### src/rtl/cycle_sequencer.sv
module cycle_sequencer #(
  parameter int AW = 11,
  parameter int DW = 16,
  parameter int STACK_DEPTH = 4,
  parameter logic [AW-1:0] ISR_ADDR = 'h7F0
) (
  input  logic          clk,
  input  logic          rst_n,
  output logic [AW-1:0] imem_addr,
  input  logic [4+AW:0] imem_data,
  output logic [AW-1:0] dmem_addr,
  output logic          dmem_rd,
  input  logic [DW-1:0] dmem_rdata,
  input  logic          irq,
  output logic [1:0]    phase,
  output logic [AW-1:0] pc,
  output logic [DW-1:0] acc,
  output logic          irq_en,
  output logic          stack_err
);
  localparam int OPW = 4;
  localparam int IW  = OPW + 1 + AW;
  localparam int SPW = $clog2(STACK_DEPTH + 1);
  localparam int SIW = (STACK_DEPTH > 1) ? $clog2(STACK_DEPTH) : 1;

  localparam logic [OPW-1:0] OP_ADD  = 4'd1;
  localparam logic [OPW-1:0] OP_LOAD = 4'd2;
  localparam logic [OPW-1:0] OP_JUMP = 4'd3;
  localparam logic [OPW-1:0] OP_RET  = 4'd4;
  localparam logic [OPW-1:0] OP_ENI  = 4'd5;

  typedef enum logic [1:0] {
    PH_FETCH = 2'b00,
    PH_OPND  = 2'b01,
    PH_EXEC  = 2'b10,
    PH_INTR  = 2'b11
  } phase_t;

  phase_t          ph, ph_d;
  logic [AW-1:0]   pc_q, pc_d;
  logic [DW-1:0]   acc_q;
  logic [IW-1:0]   ir;
  logic            ie_q, err_q;
  logic [SPW-1:0]  sp;
  logic [AW-1:0]   stk [STACK_DEPTH];

  wire [OPW-1:0] f_op   = imem_data[IW-1 -: OPW];
  wire           f_mode = imem_data[AW];
  wire [OPW-1:0] x_op   = ir[IW-1 -: OPW];
  wire           x_mode = ir[AW];
  wire [AW-1:0]  x_arg  = ir[AW-1:0];

  wire f_needs_mem = f_mode && (f_op == OP_ADD || f_op == OP_LOAD || f_op == OP_JUMP);
  wire in_exec     = (ph == PH_EXEC);
  wire stk_full    = (sp == SPW'(STACK_DEPTH));
  wire stk_empty   = (sp == '0);
  wire [SIW-1:0] top_idx = SIW'(sp - SPW'(1));
  wire [SIW-1:0] wr_idx  = SIW'(sp);
  wire [AW-1:0]  top_val = stk[top_idx];

  wire [DW-1:0] opnd     = x_mode ? dmem_rdata : DW'(x_arg);
  wire [AW-1:0] jump_tgt = x_mode ? dmem_rdata[AW-1:0] : x_arg;

  wire take_irq = in_exec && irq && ie_q;
  wire do_push  = (ph == PH_INTR) && !stk_full;
  wire do_pop   = in_exec && (x_op == OP_RET) && !stk_empty;
  wire bad_push = (ph == PH_INTR) && stk_full;
  wire bad_pop  = in_exec && (x_op == OP_RET) && stk_empty;

  always_comb begin
    pc_d = pc_q;
    case (ph)
      PH_FETCH: pc_d = pc_q + AW'(1);
      PH_EXEC: begin
        if (x_op == OP_JUMP) pc_d = jump_tgt;
        else if (do_pop)     pc_d = top_val;
      end
      PH_INTR: if (!stk_full) pc_d = ISR_ADDR;
      default: pc_d = pc_q;
    endcase
  end

  always_comb begin
    case (ph)
      PH_FETCH: ph_d = f_needs_mem ? PH_OPND : PH_EXEC;
      PH_OPND:  ph_d = PH_EXEC;
      PH_EXEC:  ph_d = take_irq ? PH_INTR : PH_FETCH;
      default:  ph_d = PH_FETCH;
    endcase
  end

  always_ff @(posedge clk or negedge rst_n) begin
    if (!rst_n) begin
      ph    <= PH_FETCH;
      pc_q  <= '0;
      acc_q <= '0;
      ir    <= '0;
      ie_q  <= 1'b1;
      err_q <= 1'b0;
      sp    <= '0;
    end else begin
      ph   <= ph_d;
      pc_q <= pc_d;
      if (ph == PH_FETCH) ir <= imem_data;
      if (in_exec && x_op == OP_ADD)  acc_q <= acc_q + opnd;
      if (in_exec && x_op == OP_LOAD) acc_q <= opnd;
      if (do_push)     sp <= sp + SPW'(1);
      else if (do_pop) sp <= sp - SPW'(1);
      if (bad_push || bad_pop) err_q <= 1'b1;
      if (take_irq) ie_q <= 1'b0;
      else if (in_exec && (x_op == OP_RET || x_op == OP_ENI)) ie_q <= 1'b1;
    end
  end

  always_ff @(posedge clk) begin
    if (do_push) stk[wr_idx] <= pc_q;
  end

  assign imem_addr = rst_n ? pc_d : '0;
  assign dmem_addr = x_arg;
  assign dmem_rd   = (ph == PH_OPND);
  assign phase     = ph;
  assign pc        = pc_q;
  assign acc       = acc_q;
  assign irq_en    = ie_q;
  assign stack_err = err_q;

  assert_opnd_to_exec_R2: assert property (@(posedge clk) disable iff (!rst_n)
    ph == PH_OPND |=> ph == PH_EXEC);
  assert_intr_to_fetch_R2: assert property (@(posedge clk) disable iff (!rst_n)
    ph == PH_INTR |=> ph == PH_FETCH);
  assert_imm_skips_read_R3: assert property (@(posedge clk) disable iff (!rst_n)
    (ph == PH_FETCH && !f_mode) |=> (ph == PH_EXEC && !dmem_rd));
  assert_read_addr_R4: assert property (@(posedge clk) disable iff (!rst_n)
    (ph == PH_FETCH && f_needs_mem) |=> (dmem_rd && dmem_addr == $past(imem_data[AW-1:0])));
  assert_fetch_inc_R5: assert property (@(posedge clk) disable iff (!rst_n)
    ph == PH_FETCH |=> pc_q == AW'($past(pc_q) + AW'(1)));
  assert_irq_entry_R6: assert property (@(posedge clk) disable iff (!rst_n)
    (in_exec && irq && irq_en) |=> (ph == PH_INTR && !irq_en));
  assert_irq_masked_R6: assert property (@(posedge clk) disable iff (!rst_n)
    (in_exec && !irq_en) |=> ph == PH_FETCH);
  assert_isr_vector_R7: assert property (@(posedge clk) disable iff (!rst_n)
    (ph == PH_INTR && !stk_full) |=> pc_q == ISR_ADDR);
  assert_pop_target_R8: assert property (@(posedge clk) disable iff (!rst_n)
    (in_exec && x_op == OP_RET && !stk_empty) |=> pc_q == $past(top_val));
  assert_full_push_R9: assert property (@(posedge clk) disable iff (!rst_n)
    (ph == PH_INTR && stk_full) |=> (stack_err && pc_q == $past(pc_q)));
  assert_err_sticky_R9: assert property (@(posedge clk) disable iff (!rst_n)
    stack_err |=> stack_err);
endmodule

### config.mk
export PLATFORM = sky130hd
export DESIGN_NAME = cycle_sequencer
export DESIGN_NICKNAME = d
export VERILOG_FILES = /design/src/rtl/cycle_sequencer.sv
export SDC_FILE = /design/constraint.sdc
export NUM_CORES = 1
export LEC_CHECK = 0
export ABC_AREA = 1
export BUFFER_PORTS_ARGS = -buffer_cell sky130_fd_sc_hd__buf_2
export CORE_UTILIZATION = 58
export CTS_CLUSTER_DIAMETER = 50
export CTS_CLUSTER_SIZE = 28
export DETAILED_ROUTE_END_ITERATION = 16
export PLACE_DENSITY = 0.84
export SLEW_MARGIN = 20
export SYNTH_ARGS = -nofsm -noshare
export SYNTH_HDL_FRONTEND = slang
export SYNTH_SLANG_ARGS = --single-unit
export TNS_END_PERCENT = 20
### constraint.sdc
create_clock -name clk -period 3.1 [get_ports clk]
set_input_delay 0.31 -clock clk [delete_from_list [all_inputs] [get_ports clk]]
set_output_delay 0.31 -clock clk [all_outputs]
set_load 0.05 [all_outputs]
==> flow_summary.toml <==
[setup_path]
crit_path_top_delay_cell = "nand4_1"
cp_max_fo = 13
crit_family = "simple AND/OR/NAND/NOR gates"
cp.required_ps = 2790
startpoint_type = "register"
endpoint_kind = "primary output"
worstPathArrival_ps = 2590
path_cells = "inv_1 -> ha_4 -> nand2_1 -> nand4_1 -> nand2_1 -> nand3_1 -> nand2_1 -> nand3_1 -> nand2_1 -> nor2_1 -> buf_2"
max_stage_delay_ps = 540
path_buf_inv = 2
path_class = "register to primary output"
crit_path_frequent_cell = "nand2_1"

[yosys]
ys_warn_count = 0
synth-seq-cells = 94
post-synth-top-area-fraction = 0.227
ys_types = 40
postSynthAreaPerCell_um2 = 7.41
synthCells = 786
synth-seq-area-share = 0.442
synth_area_leaders = "edfxtp_1, dfrtp_1, nand2_1"
syn-num-nets = 843
netlist.top_cell.by_area = "edfxtp_1"
synth.cell_area_mm2 = 0.00583

[run_status]
outcome = "finished clean"

[floorplanning]
start_util = 0.596
die_area_mm2 = 0.0105
io_pins = 89
design.core.area_mm2 = 0.00977
dieWidth_um = 102
rows = 36
die_h_um = 102

[cts]
ctsRootBufferMaster = "clkbuf_8"
cts_buffers = 9
cts_tree = "yes"
clk_path_buf_depth = 2
clk_pin_slew_worst_paths_ps = 90
h-tree-depth = 3
clock_insertion_delay_worst_skew_ps = 380
cts_hold_buf = 0
cts.sinks = 94

[timing]
fin_crit_ps = 2900
setup-tns-final_ps = 0
skew_ps = 7.01
finalHoldViolCount = 0
finalCritPeriodShare = 0.937
max-slew-margin-rel = 0.523
setup_viol = 0
rsz0062_at_grt = "false"
worst_pin_slew_ps = 708
slew_viol_final = 0
max_freq_ghz = 0.344

[global_route]
grt_pass1_vias = 4905
grt_usage = 0.295
grt_pass1_wl_um = 23200
grt_overflow = 0
grt_max_degree = 51
antenna_found_initial = 0

[routing]
ant_nets = 0
drt_wl_total_um = 14300
drc = 0
routedWlPerCell_um = 14.2
dr_total_vias = 5283
drtIter0Drc = 335
drt-pass1-iter-count = 5
via_per_inst = 5.26

[cells_and_area]
drive_gt1_frac = 0.167
n_antenna_cell = 0
postLayoutCoreUtil = 0.670
fillCellCount = 887
final_cell_count_no_fill = 1005
ff_latch_area_mm2 = 0.00258
multiInputGateArea_mm2 = 0.00267
areaGrowthSynthToFinish_pct = 12.5
nets = 924

[place]
hpwl_um = 10300
gp_congestion = 0.898
placed_cells = 988
portBuffers = 88

[hold_path]
hold_class = "input pin to async pin"

[job]
cap_violations = 0
==> repair_timing <==
action                                  4_1_cts  5_1_grt
setup buffers                                 0        1
resized for setup                             0        5
endpoints found under the setup margin        0       11
==> worst paths after layout <==
check	depth (start not counted)	slack (ps)	end	startpoint
max	11	200	imem_addr[9]	sp[1]$_DFFE_PN0P_
min	2	70	pc[8]$_DFF_PN0_	rst_n
max reg2reg	11	430	acc[12]$_DFFE_PN0P_	ir[11]$_DFFE_PN0P_
min reg2reg	2	500	stack_err$_DFFE_PN0P_	stack_err$_DFFE_PN0P_
max in group asynchronous	2	2540	pc[1]$_DFF_PN0_	rst_n
min in group clk	2	90	irq_en$_DFFE_PN1P_	irq
==> placed cells by master, fill, tap and decap left out, drive strengths merged, types with 2 or more instances in the layout <==
| cell type | Yosys | final |
|---|---|---|
| nand2 | 234 | 234 |
| nor2 | 122 | 122 |
| buf | 24 | 104 |
| inv | 103 | 102 |
| nand3 | 51 | 51 |
| o21ai | 49 | 49 |
| dfrtp | 49 | 49 |
| edfxtp | 44 | 44 |
| a21oi | 21 | 21 |
| ha | 21 | 21 |
| or2 | 15 | 15 |
| clkbuf | 9 | 13 |
| o211ai | 7 | 7 |
| xnor2 | 6 | 6 |
| a31oi | 4 | 4 |
| xor2 | 4 | 4 |
| nand4 | 4 | 4 |
| nor3 | 3 | 3 |
| o21bai | 3 | 3 |
| a211oi | 2 | 2 |
| nand3b | 2 | 2 |
| clkinv | 0 | 2 |
==> Yosys cell counts (all sizes together) <==
library cell / number
edfxtp: 44
nand3b: 2
inv: 103
a21oi: 21
xnor2: 6
and2: 1
o221ai: 1
and3: 1
nor4: 1
a22o: 1
nand2: 234
nand3: 51
a31oi: 4
nand4: 4
or2: 15
a211oi: 2
nor2: 122
ha: 21
o211ai: 7
o31ai: 1
xor2: 4
dlygate4sd1: 1
o21bai: 3
clkbuf: 9
dfrtp: 49
nor3: 3
o21ai: 49
fa: 1
dfstp: 1
buf: 24
==> metrics by stage <==
step	hold slack (ps)	cell area [µm²]	setup slack (ps)
floorplan	14.4	5830	221
global placement	472	6330	496
detailed placement	478	6330	475
CTS	77.2	6530	43.1
global route	88.6	6550	3.52
finish	66.3	6550	197
==> area by class of cell <==
cell class | count | share of cell area
Multi-Input combinational cell | 555 | 0.407
Sequential cell | 94 | 0.393
Timing Repair Buffer | 104 | 0.0855
Inverter | 103 | 0.0596
Tap cell | 133 | 0.0254
Clock buffer | 13 | 0.0227
Clock inverter | 3 | 0.00668
==> cells by family after synthesis <==
| family | synth area share |
|---|---|
| buf+inv | 0.103 |
| flops | 0.442 |
| compound gates | 0.0842 |
| xor+xnor | 0.0150 |
| fa+ha+maj | 0.0485 |
| simple gates | 0.307 |
==> metal layers <==
layer	GRT usage	share of wire
met4	0.129	0.020
met2	0.503	0.50
met1	0.373	0.42
met3	0.0431	0.066
met5	0	0
==> flip-flops by register name, indices dropped and copies added (netlist names) <==
signal	flops
sp	3
acc	16
stk	44
stack_err	1
ir	16
pc	11
phase	2
irq_en	1
Power is left out: the tool's default activity adds up to more than one toggle a clock period on the data nets, which glitch-free logic cannot reach.
